## config.mk

```make
export PLATFORM = sky130hd
export DESIGN_NAME = cascade_counter
export DESIGN_NICKNAME = d
export VERILOG_FILES = /design/src/rtl/cnt_pkg.sv /design/src/rtl/cnt_slice.sv /design/src/rtl/cnt_mod_decode.sv /design/src/rtl/cascade_counter.sv
export SDC_FILE = /design/constraint.sdc
export NUM_CORES = 1
export LEC_CHECK = 0
export BUFFER_PORTS_ARGS = -buffer_cell sky130_fd_sc_hd__buf_2
export CAP_MARGIN = 25
export CORE_UTILIZATION = 52
export DETAILED_ROUTE_END_ITERATION = 12
export GPL_TIMING_DRIVEN = 0
export HOLD_SLACK_MARGIN = 0.15
export PLACE_DENSITY = 0.88
export SYNTH_ARGS = -nofsm -noshare
export SYNTH_HDL_FRONTEND = slang
export SYNTH_HIERARCHICAL = 1
export SYNTH_SLANG_ARGS = --single-unit
export TNS_END_PERCENT = 10
```

## constraint.sdc

```tcl
create_clock -name clk -period 5.2 [get_ports clk]
set_clock_uncertainty 0.05 [all_clocks]
set_input_delay 1.04 -clock clk [delete_from_list [all_inputs] [get_ports clk]]
set_output_delay 1.04 -clock clk [all_outputs]
set_load 0.05 [all_outputs]
```

## src/rtl/cnt_pkg.sv

```systemverilog
package cnt_pkg;

    localparam int SLICE_W = 4;

    typedef struct packed {
        logic mr_n;
        logic pe_n;
        logic cep;
        logic cet;
    } slice_ctl_t;

    typedef enum logic [1:0] {
        ACT_CLEAR,
        ACT_LOAD,
        ACT_COUNT,
        ACT_HOLD
    } slice_act_e;

    function automatic slice_act_e slice_action(slice_ctl_t c);
        if (!c.mr_n)
            return ACT_CLEAR;
        else if (!c.pe_n)
            return ACT_LOAD;
        else if (c.cep && c.cet)
            return ACT_COUNT;
        else
            return ACT_HOLD;
    endfunction

    function automatic logic slice_full(logic [SLICE_W-1:0] v);
        return &v;
    endfunction

endpackage

```

## src/rtl/cnt_slice.sv

```systemverilog
module cnt_slice
    import cnt_pkg::*;
(
    input  logic               clk,
    input  slice_ctl_t         ctl,
    input  logic [SLICE_W-1:0] d,
    output logic [SLICE_W-1:0] q,
    output logic               tc
);

    slice_act_e act;

    always_comb act = slice_action(ctl);

    always_ff @(posedge clk) begin
        unique case (act)
            ACT_CLEAR: q <= '0;
            ACT_LOAD:  q <= d;
            ACT_COUNT: q <= q + 1'b1;
            default:   q <= q;
        endcase
    end

    // carry flag depends on carry-in enable only, not on the parallel enable
    always_comb tc = ctl.cet & slice_full(q);

endmodule

```

## src/rtl/cnt_mod_decode.sv

```systemverilog
module cnt_mod_decode #(
    parameter int W = 12
) (
    input  logic [W-1:0] count,
    input  logic [W-1:0] mod_val,
    input  logic         mod_en,
    input  logic         cnt_en,
    input  logic         load_n,
    output logic         mod_clr
);

    logic [W-1:0] last_val;

    // mod_val of 0 wraps to all ones, which matches the natural rollover
    always_comb last_val = mod_val - W'(1);

    always_comb mod_clr = mod_en && cnt_en && load_n && (count == last_val);

endmodule

```

## src/rtl/cascade_counter.sv

```systemverilog
module cascade_counter
    import cnt_pkg::*;
#(
    parameter int NUM_SLICES = 3,
    localparam int W = NUM_SLICES * SLICE_W
) (
    input  logic         clk,
    input  logic         rst,
    input  logic         load_n,
    input  logic         cnt_en,
    input  logic [W-1:0] data_in,
    input  logic         mod_en,
    input  logic [W-1:0] mod_val,
    output logic [W-1:0] count,
    output logic         tc
);

    logic                                  mod_clr;
    logic                                  mr_n;
    logic [NUM_SLICES:0]                   carry;
    logic [NUM_SLICES-1:0][SLICE_W-1:0]    q_arr;

    cnt_mod_decode #(.W(W)) u_mod (
        .count   (count),
        .mod_val (mod_val),
        .mod_en  (mod_en),
        .cnt_en  (cnt_en),
        .load_n  (load_n),
        .mod_clr (mod_clr)
    );

    always_comb mr_n = !(rst || mod_clr);
    always_comb carry[0] = cnt_en;

    for (genvar i = 0; i < NUM_SLICES; i++) begin : g_slice
        slice_ctl_t ctl;
        always_comb begin
            ctl.mr_n = mr_n;
            ctl.pe_n = load_n;
            ctl.cep  = cnt_en;
            ctl.cet  = carry[i];
        end
        cnt_slice u_slice (
            .clk (clk),
            .ctl (ctl),
            .d   (data_in[i*SLICE_W +: SLICE_W]),
            .q   (q_arr[i]),
            .tc  (carry[i+1])
        );
    end

    always_comb count = q_arr;
    always_comb tc    = carry[NUM_SLICES];

endmodule

```

* Yosys cells after proc, flatten, opt, wreduce, memory -nomap -nowiden
Index checks and enable logic that the tools add are counted.
** Cells by class
- Add/subtract/negate cells :: 4
- Magnitude comparators :: 0
- Bitwise operators :: 3
- Reduce and logical (&&, ||, !) cells :: 15
- Equal/unequal tests :: 7
- Multipliers :: 0
- Divide/modulo/power cells :: 0
- Shifts and indexed selects :: 0
- Muxes and demuxes :: 12
** Operator list (number)
- $pmux W4 S3 :: 3
- $add A4 B1 Y4 const B :: 3
- $eq A12 B12 Y1 :: 1
- $mux W2 :: 6
- $reduce_and A4 Y1 :: 3
- $sub A12 B1 Y12 const B :: 1
- $reduce_bool A3 Y1 :: 3
- $eq A2 B1 Y1 const B :: 3
- $eq A2 B2 Y1 const B :: 3
- $logic_not A2 Y1 :: 3
- $logic_and A1 B1 Y1 :: 5
- $and A1 B1 Y1 :: 3
- $mux W1 :: 3
- $logic_or A1 B1 Y1 :: 1
** Word-level totals
- Bits in latches :: 0
- Output and inout port bits :: 13
- Memories :: 0
- ROM bits :: 0
- Memory bits (writable) :: 0
- Word-level logic and storage cells :: 44
- Register bits after elaboration :: 12

* Logic depth before layout (Yosys ltp)
Gate-level depths: netlist of the first run.
- Depth in word-level cells :: 9
- Gate-level depth with buffers :: 11

* Hierarchy
The synthesis of the first run kept the hierarchy.
** By module, submodules not included
- cnt_slice :: cells an instance 22, times used 3, area each 230.2 sq um
- cnt_mod_decode :: cells an instance 54, times used 1, area each 416.6 sq um
- cascade_counter :: cells an instance 1, times used 1, area each 3.8 sq um

* Least setup slack after synthesis of the first run
OpenSTA, ideal clock, no wires.
- Path kind :: input to register
- Start :: input port mod_val[0]
- End :: register g_slice[0].u_slice.q[0] (data pin)
- Arrival time :: 3.410 ns
- Setup slack :: 1.463 ns
- Stages on the path :: 11
- Library setup time :: 0.277 ns
- Buffers on the path :: 0
- Path through :: inv_1 > ha_1 > or4b_4 > nor4b_4 > xnor2_1 > or4_4 > a2111oi_2 > nor2_1 > and2b_1 > nand2_1 > o21ai_1
** On the way
- Cells in the longest elaborated chain, start to end :: 7
** RTL lines
- from (decl) :: RTL line cascade_counter.sv:13 : input logic [W-1:0] mod_val,
- $sub A12 B1 Y12 * :: RTL line cnt_mod_decode.sv:15 : always_comb last_val = mod_val - W'(1);
- $eq A12 B12 Y1 * :: RTL line cnt_mod_decode.sv:17 : always_comb mod_clr = mod_en && cnt_en && load_n && (count == last_val);
- $logic_and A1 B1 Y1 * :: RTL line cnt_mod_decode.sv:17
- named net mod_clr :: RTL line cascade_counter.sv:18 : logic mod_clr;
- $logic_or A1 B1 Y1 * :: RTL line cascade_counter.sv:32 : always_comb mr_n = !(rst || mod_clr);
- $mux W2 * :: RTL line cnt_pkg.sv:20 : if (!c.mr_n)
- $eq A2 B2 Y1, or another cell as far along :: RTL line cnt_slice.sv:16 : unique case (act)
- $pmux W4 S3 * :: RTL line cnt_slice.sv:16
- to (signal assigned) :: RTL line cnt_slice.sv:19 : ACT_COUNT: q <= q + 1'b1;
- to (signal assigned) :: RTL line cnt_slice.sv:20 : default: q <= q;
- to (decl) :: RTL line cnt_slice.sv:7 : output logic [SLICE_W-1:0] q,
Mark *: on every way through the listed nets, which the timed path passes. The rest lies on a longest branch.
A chain may end at the register's enable or synchronous reset.

* Worst setup path in the final report of the first run
- Start :: input port mod_val[0]
- End :: register g_slice[2].u_slice.q[2] (data pin)
** On the way
- Cells in the longest elaborated chain, start to end :: 7
** RTL lines (RTL line)
- $sub A12 B1 Y12 * :: cnt_mod_decode.sv:15
- $eq A12 B12 Y1 * :: cnt_mod_decode.sv:17
- $logic_and A1 B1 Y1 * :: cnt_mod_decode.sv:17
- named net mod_clr :: cascade_counter.sv:18
- $logic_or A1 B1 Y1 * :: cascade_counter.sv:32
- $mux W2 * :: cnt_pkg.sv:20
- $eq A2 B2 Y1, or another cell as far along :: cnt_slice.sv:16
- $pmux W4 S3 * :: cnt_slice.sv:16
- to (signal assigned) :: cnt_slice.sv:19
- to (signal assigned) :: cnt_slice.sv:20
- to (decl) :: cnt_slice.sv:7
Marked as above.

==> impl_metrics.ini, run 1 <==
[pwr]
power_density_nw_per_um2 = 204
p_comb_share_pct = 34.9
clockPowerShare_pct = 19.5
power_switching_uw = 102
finalPower_uw = 281
p_int_uw = 178
ir_worst_vdd_mv = 0.152
switching_share_pct = 36.4
sequentialPowerShare_pct = 45.6
p_leak_nw = 0.574

[final_layout]
fin_util_pct = 69.3
syn_to_final_growth_pct = 23.5
finalNetCount = 200
finalNonFillerCells = 192
final_cell_mix = 41 x buf_2, 17 x nand2_1, 14 x xnor2_1
drive_above_1_share_pct = 33.3
largest_reg_flops = 12
final_common_cell = buf_2
largest_register = g_slice.u_slice/q
reg_top3 = g_slice.u_slice/q (12)
diodes = 0

[global_route]
grt_pass1_wl_um = 4150
grtUsageMet2_pct = 42.1
gr-usage-met3_pct = 3.33
grt_remaining_overflow = 0
grt_max_degree = 11
grtUsageMet1_pct = 36.6
antenna_found_initial = 0
grt_usage_pct = 26.0
busiest_layer = met2
grt_pass1_vias = 954

[detailed_routing]
drt_iter0_markers = 26
via_per_inst = 5.81
wl_um = 2770
antenna_left = 0
drc = 0
vias = 1115
dr.pass1.iters = 4
routedWlPerCell_um = 14.4

[placement]
place_inst = 189
hpwl_um = 2150
portBuffers = 41
place.gp.congestion = 0.803
dp_slack_ns = 1.03

[sta]
slew_violations = 0
fin_crit_ns = 3.90
fin_tns_setup_ns = 0
grt_setup_unrepaired = false
worst_slack_ns = 1.30
setup_viol = 0
min_period_over_period_pct = 75.1
maxSlewHeadroom_pct = 60.1
fmax_mhz = 256
final_hold_viol_count = 0
worst_pin_slew_ns = 0.594

[cts]
clk_pin_slew_ns = 0.07
cts_resized = 0
clock-sinks = 12
clk-insertion-delay-late_ns = 0.26
clockBufferDepth = 2
holdBufCountCts = 0
root_buffer = clkbuf_4
cts_inserted_buffers = 3
cts_tree = yes
htreeDepth = 1
cts_setup_buffers = 0

[synth]
synth_area_um2 = 1110
yosysSeqAreaShare_pct = 32.4
synthCells = 121
synth_cell_types = 30
yosys_warnings = 6
synth_nets = 154
synth_seq_cells = 12
syn_avg_cell_area_um2 = 9.18

[floorplanning]
die_h_um = 48.2
die_area_um2 = 2330
initial_core_util_pct = 56.1
io-pin-count = 42
core_area_um2 = 1980
row_count = 16
fp.dieW_um = 48.2

[setup_path]
crit_arrival_ns = 3.86
startpoint_type = primary input
crit_type = in2reg
cp_max_fo = 9
critPathCaptureType = flip-flop
cp.required_ns = 5.16

[outcome]
outcome = completed

[min_path]
hp-class = reg2reg

[run]
cap_violations = 0
path summary, 6_finish.rpt:
kind | from | to | slack (ns) | cells after the start
worst max register to register | g_slice[0].u_slice/q[2] | g_slice[2].u_slice/q[2] | 2.39 | 9
worst min register to register | g_slice[2].u_slice/q[3] | g_slice[2].u_slice/q[3] | 0.68 | 2
worst min-delay path | g_slice[2].u_slice/q[3] | g_slice[2].u_slice/q[3] | 0.68 | 2
worst max-delay path | mod_val[0] | g_slice[2].u_slice/q[2] | 1.30 | 12
metrics by stage:
stage	hold slack, ns	instance area (um^2)
finish	0.680	1370
CTS	0.668	1370
global route	0.707	1370
global placement	0.638	1350
floorplan	0.885	1110
detailed placement	0.658	1350
critical path, stage by stage:
cell       delay (ns)
buf_2            0.13
inv_1            0.06
ha_1             0.28
or4b_4           0.56
nor4b_4          0.24
xnor2_1          0.10
or4_4            0.49
a2111oi_2        0.35
nor2_1           0.20
and2b_1          0.25
nand2_1          0.09
o21ai_1          0.07
cells in the mapped netlist:
cell / n / area [um^2]
xnor2_1: 14 / 123
and4_2: 3 / 30.0
o211ai_1: 1 / 7.51
o21ai_2: 3 / 26.3
edfxtp_1: 12 / 360
xor2_1: 8 / 70.1
or4b_4: 1 / 13.8
a21oi_1: 1 / 5.00
a41oi_1: 2 / 17.5
ha_1: 4 / 50.1
nand2_1: 17 / 63.8
and2b_1: 3 / 22.5
o21ai_0: 1 / 5.00
o21ai_1: 9 / 45.0
nor4b_4: 1 / 23.8
a221oi_1: 1 / 8.76
mux2_2: 1 / 11.3
nand4_1: 3 / 18.8
o21ba_1: 1 / 10.0
nor4b_1: 1 / 8.76
nor2_1: 7 / 26.3
o311a_1: 1 / 10.0
a221o_1: 1 / 10.0
or4_4: 1 / 11.3
nor3_1: 4 / 20.0
nand4b_1: 2 / 17.5
a2111oi_2: 1 / 15.0
inv_1: 5 / 18.8
nand3_1: 11 / 55.1
nand2b_1: 1 / 6.26
logic make-up after synthesis:
group | share of synthesized area (%)
buf+inv | 1.69
xor+xnor | 17.3
flops | 32.4
mux | 1.01
simple gates | 28.6
fa+ha+maj | 4.50
compound gates | 14.4
final cells by class:
class,count,area (um^2)
clock buffers,3,22.5
fillers,160,609
inverters,5,18.8
multi-input cells,104,732
flip-flops and latches,12,360
well taps,27,33.8
repair buffers,41,205
per-layer routing:
metal,up-vias,wire [um]
met5,-,0
li1,540,-
met4,0,13
met2,45,1370
met1,528,1230
met3,2,149
power groups by stage:
stage          registers, mW  clock network (mW)  logic, mW
3_3_place_gp           0.128                   0     0.0942
2_1_floorplan          0.152                   0     0.0413
4_1_cts                0.128              0.0568     0.0978
6_report               0.128              0.0547     0.0981
3_5_place_dp           0.130                   0     0.0972
5_1_grt                0.129              0.0604      0.106
(Power assumes the default switching activity.)
==> inputs of run 2 (changes only) <==
--- a/config.mk
+++ b/config.mk
@@ -7,11 +7,11 @@
 export LEC_CHECK = 0
 export BUFFER_PORTS_ARGS = -buffer_cell sky130_fd_sc_hd__buf_2
 export CAP_MARGIN = 25
-export CORE_UTILIZATION = 52
+export CORE_UTILIZATION = 44
 export DETAILED_ROUTE_END_ITERATION = 12
 export GPL_TIMING_DRIVEN = 0
 export HOLD_SLACK_MARGIN = 0.15
-export PLACE_DENSITY = 0.88
+export PLACE_DENSITY = 0.8
 export SYNTH_ARGS = -nofsm -noshare
 export SYNTH_HDL_FRONTEND = slang
 export SYNTH_HIERARCHICAL = 1
==> constraint.sdc (replaced) <==
create_clock -name clk -period 3.5 [get_ports clk]
set_clock_uncertainty 0.05 [all_clocks]
set_input_delay 0.7 -clock clk [delete_from_list [all_inputs] [get_ports clk]]
set_output_delay 0.7 -clock clk [all_outputs]
set_load 0.05 [all_outputs]
==> run 2 against run 1 <==
Worst hold slack got worse by 0.030 ns. Final cell count increased by 0.52%. Critical path type unchanged. Sequential share of layout area decreased by 0.45 points. Setup slack got worse by 1.1 ns. Combinational power increased by 51%. Via count decreased by 2.3%. Wire length increased by 2.4%. Count of clock-buffer cells in the layout unchanged. Die area increased by 17%. Largest power group unchanged.
==> impl_metrics.ini, run 2 (synthesized netlist as in run 1, its figures left out) <==
[global_route]
grt_pass1_vias = 1020
grt_pass1_wl_um = 4340
antenna_found_initial = 0
grt_max_degree = 11
grt_remaining_overflow = 0
grt_usage_pct = 21.8

[sta]
worst_pin_slew_ns = 0.592
fmax_mhz = 303
fin_crit_ns = 3.30
grt_setup_unrepaired = false
fin_tns_setup_ns = 0
setup_viol = 0
slew_violations = 0
min_period_over_period_pct = 94.3
final_hold_viol_count = 0
maxSlewHeadroom_pct = 60.2

[final_layout]
reg_top3 = g_slice.u_slice/q (12)
final_common_cell = buf_2
diodes = 0
largest_register = g_slice.u_slice/q
drive_above_1_share_pct = 34.5
final_cell_mix = 41 x buf_2, 17 x nand2_1, 14 x xnor2_1
fin_area_um2 = 1400
finalNetCount = 200
syn_to_final_growth_pct = 25.7
largest_reg_flops = 12

[detailed_routing]
routedWlPerCell_um = 14.7
drt_iter0_markers = 19
via_per_inst = 5.64
antenna_left = 0
drc = 0
dr.pass1.iters = 4
vias = 1089
wl_um = 2830

[placement]
place_area_um2 = 1350
portBuffers = 41
place.gp.congestion = 0.815
hpwl_um = 2230

[cts]
cts_setup_buffers = 0
cts_inserted_buffers = 3
clk-insertion-delay-late_ns = 0.27
clockBufferDepth = 2
htreeDepth = 1
clock-sinks = 12
root_buffer = clkbuf_4
clk_pin_slew_ns = 0.07
cts_tree = yes

[pwr]
finalPower_uw = 423
power_density_nw_per_um2 = 303
ir_worst_vdd_mv = 0.217
p_leak_nw = 0.574

[floorplanning]
initial_core_util_pct = 48.4
fp.dieW_um = 52.3
io-pin-count = 42
core_area_um2 = 2300
die_h_um = 52.3
row_count = 17
die_area_um2 = 2730

[setup_path]
cp.required_ns = 3.47
crit_path_start = mod_val[0]
startpoint_type = primary input
crit_type = in2reg
rr_worst_depth = 9
cp_max_fo = 9
crit_arrival_ns = 3.27
reg2reg_from = g_slice[0].u_slice/q[2]
critPathCaptureType = flip-flop

[min_path]
hp-class = in2reg
min_from = data_in[4]
holdPathStages = 3

[run]
cap_violations = 0

[outcome]
outcome = completed
## run 2: cell counts in the layout (fill, tap and decap cells not counted)
No cell type changed its count.
## run 2: worst paths after layout
kind                                                 to  slack, ns
worst max register to register  g_slice[2].u_slice/q[0]       0.87
worst max-delay path            g_slice[2].u_slice/q[0]       0.20
worst min register to register  g_slice[0].u_slice/q[0]       0.67
worst min-delay path            g_slice[1].u_slice/q[0]       0.65
## run 2: timing repair
action,in CTS,in global routing
hold buffers,0,0
endpoints found under the setup margin,11,24
pin swaps,0,1
cloned,0,0
resized for setup,2,2
## run 2: layout make-up
type	count	area, um^2
timing repair buffer	41	205
tap	28	35.0
multi-input combinational	104	754
sequential	12	360
fill	214	901
clock buffer	3	22.5
inverter	5	18.8
## run 2: layer usage
metal  GRT usage [%]  part of all wire [%]  routed length, um
met1            26.8                    45               1290
met2            38.7                    49               1400
met3            2.32                   3.7                106
met4            8.77                   1.3                 37
met5               0                     0                  0
## run 2: metrics by stage
step / setup WS, ns / util (%) / hold WS [ns] / instances
final: 0.201 / 60.8 / 0.651 / 193
after global routing: 0.0705 / 60.8 / 0.654 / 193
after CTS: 0.0428 / 60.0 / 0.645 / 193
after detailed placement: -0.333 / 58.8 / 0.654 / 190
after global placement: -0.259 / 58.8 / 0.631 / 190
after floorplan: 0.103 / - / 0.838 / 121
## run 2: where the power goes
| group | internal, mW | switching (mW) | total [mW] |
|---|---|---|---|
| logic | 0.0554 | 0.0929 | 0.148 |
| registers | 0.171 | 0.0184 | 0.189 |
| clock network | 0.0399 | 0.0456 | 0.0855 |
| total | 0.266 | 0.157 | 0.423 |
## run 2: worst max-delay path, cell delays in order
cell and delay (ns):
buf_2 0.13, inv_1 0.06, ha_2 0.24, or4b_4 0.53
nor4b_4 0.26, xnor2_1 0.10, or4_4 0.49, a2111oi_4 0.26
nor2_4 0.11, and2b_1 0.21, nand2_1 0.10, o21ai_1 0.07
==> inputs of run 3 (changes only) <==
--- a/config.mk
+++ b/config.mk
@@ -11,7 +11,7 @@
 export DETAILED_ROUTE_END_ITERATION = 12
 export GPL_TIMING_DRIVEN = 0
 export HOLD_SLACK_MARGIN = 0.15
-export PLACE_DENSITY = 0.8
+export PLACE_DENSITY = 0.76
 export SYNTH_ARGS = -nofsm -noshare
 export SYNTH_HDL_FRONTEND = slang
 export SYNTH_HIERARCHICAL = 1
==> run 3 against run 2 <==
Critical path depth unchanged. Power fell by 0.25%. Final cell count unchanged. Largest power group unchanged. Clock power is 1% lower.
==> impl_metrics.ini, run 3 (synthesized netlist as in run 1, its figures left out) <==
[outcome]
outcome = completed

[pwr]
p_int_uw = 266
finalPower_uw = 422
power_switching_uw = 156
power_density_nw_per_um2 = 302
p_comb_share_pct = 35.2
switching_share_pct = 36.9
ir_worst_vdd_mv = 0.213
sequentialPowerShare_pct = 44.8
clockPowerShare_pct = 20.0
p_leak_nw = 0.574

[sta]
fmax_mhz = 303
min_period_over_period_pct = 94.3
hold-worst-slack_ns = 0.642
maxSlewHeadroom_pct = 58.7
fin_crit_ns = 3.30
grt_setup_unrepaired = false
final_hold_viol_count = 0
slew_violations = 0
fin_tns_setup_ns = 0
setup_viol = 0
worst_pin_slew_ns = 0.615

[setup_path]
crit_type = in2reg
cp.required_ns = 3.47
critPathCaptureType = flip-flop
cp_max_fo = 9
max_stage_delay_ns = 0.53
slowest_stage = or4b_4
crit_chain = buf_2 > inv_1 > ha_2 > or4b_4 > nor4b_4 > xnor2_1 > or4_4 > a2111oi_4 > nor2_4 > and2b_1 > nand2_1 > o21ai_2
critPathTopFamily = simple AND/OR/NAND/NOR gates
crit_buf_inv = 2
crit_arrival_ns = 3.27
startpoint_type = primary input

[cts]
clk-insertion-delay-late_ns = 0.27
cts_inserted_buffers = 3
clk_pin_slew_ns = 0.07
htreeDepth = 1
holdBufCountCts = 0
root_buffer = clkbuf_4
cts_tree = yes
clockBufferDepth = 2
clock-sinks = 12
cts_setup_buffers = 0

[global_route]
grt_pass1_wl_um = 4060
grtUsageMet2_pct = 35.3
grt_remaining_overflow = 0
grt_usage_pct = 20.4
grt_pass1_vias = 980
gr-usage-met3_pct = 3.19
grtUsageMet1_pct = 25.7
grt_max_degree = 11
busiest_layer = met2
antenna_found_initial = 0

[final_layout]
final_common_cell = buf_2
largest_reg_flops = 12
largest_register = g_slice.u_slice/q
fillers = 198
finalNonFillerCells = 193
drive_above_1_share_pct = 34.5
fin_util_pct = 60.8
final_cell_mix = 41 x buf_2, 17 x nand2_1, 14 x xnor2_1
syn_to_final_growth_pct = 25.7
finalNetCount = 200
diodes = 0
reg_top3 = g_slice.u_slice/q (12)

[detailed_routing]
antenna_left = 0
drc = 0
wl_um = 2740
drt_iter0_markers = 30
via_per_inst = 5.72
routedWlPerCell_um = 14.2
dr.pass1.iters = 4
vias = 1103

[placement]
place_inst = 190
place.gp.congestion = 0.771
portBuffers = 41
hpwl_um = 2180

[floorplanning]
fp.dieW_um = 52.3
initial_core_util_pct = 48.4
row_count = 17
core_area_um2 = 2300
die_h_um = 52.3
io-pin-count = 42
die_area_um2 = 2730

[min_path]
hp-class = reg2reg

[run]
cap_violations = 0
==> run 3: cell counts in the layout (fill, tap and decap cells not counted) <==
Identical to the previous run, type by type.
==> run 3: cell type report <==
cell class | count | area, um^2 | area share, %
Sequential cell | 12 | 360 | 25.8
Clock buffer | 3 | 22.5 | 1.61
Timing Repair Buffer | 41 | 205 | 14.7
Inverter | 5 | 18.8 | 1.34
Multi-Input combinational cell | 104 | 754 | 54.0
Tap cell | 28 | 35.0 | 2.51
==> run 3: worst paths after layout <==
path,startpoint,to,slack (ns),depth (start not counted)
setup reg to reg,g_slice[0].u_slice/q[2],g_slice[2].u_slice/q[3],0.91,9
hold reg to reg,g_slice[0].u_slice/q[0],g_slice[0].u_slice/q[0],0.64,1
hold / removal,g_slice[0].u_slice/q[0],g_slice[0].u_slice/q[0],0.64,1
setup / recovery,mod_val[0],g_slice[2].u_slice/q[3],0.20,12
==> run 3: per-stage QoR <==
step / cell area (um^2) / worst slack [ns]
global route: 1400 / 0.0937
finish: 1400 / 0.199
floorplan: 1110 / 0.103
global placement: 1350 / -0.230
detailed placement: 1350 / -0.327
CTS: 1380 / 0.0345
==> run 3: power groups by stage <==
stage	Combinational, mW	Sequential, mW	Clock [mW]
5_1_grt	0.159	0.191	0.0937
3_3_place_gp	0.141	0.191	0
3_5_place_dp	0.144	0.192	0
6_report	0.149	0.189	0.0844
2_1_floorplan	0.0613	0.226	0
4_1_cts	0.146	0.189	0.0868
==> run 3: timing repair <==
action / CTS / global route
resized for setup: 2 / 2
setup endpoints to repair: 11 / 21
pin swaps: 0 / 2
==> run 3: routing by layer <==
layer	up-vias	part of all wire (%)
li1	543	-
met5	-	0
met2	43	48
met4	0	0.51
met1	515	44
met3	2	6.9
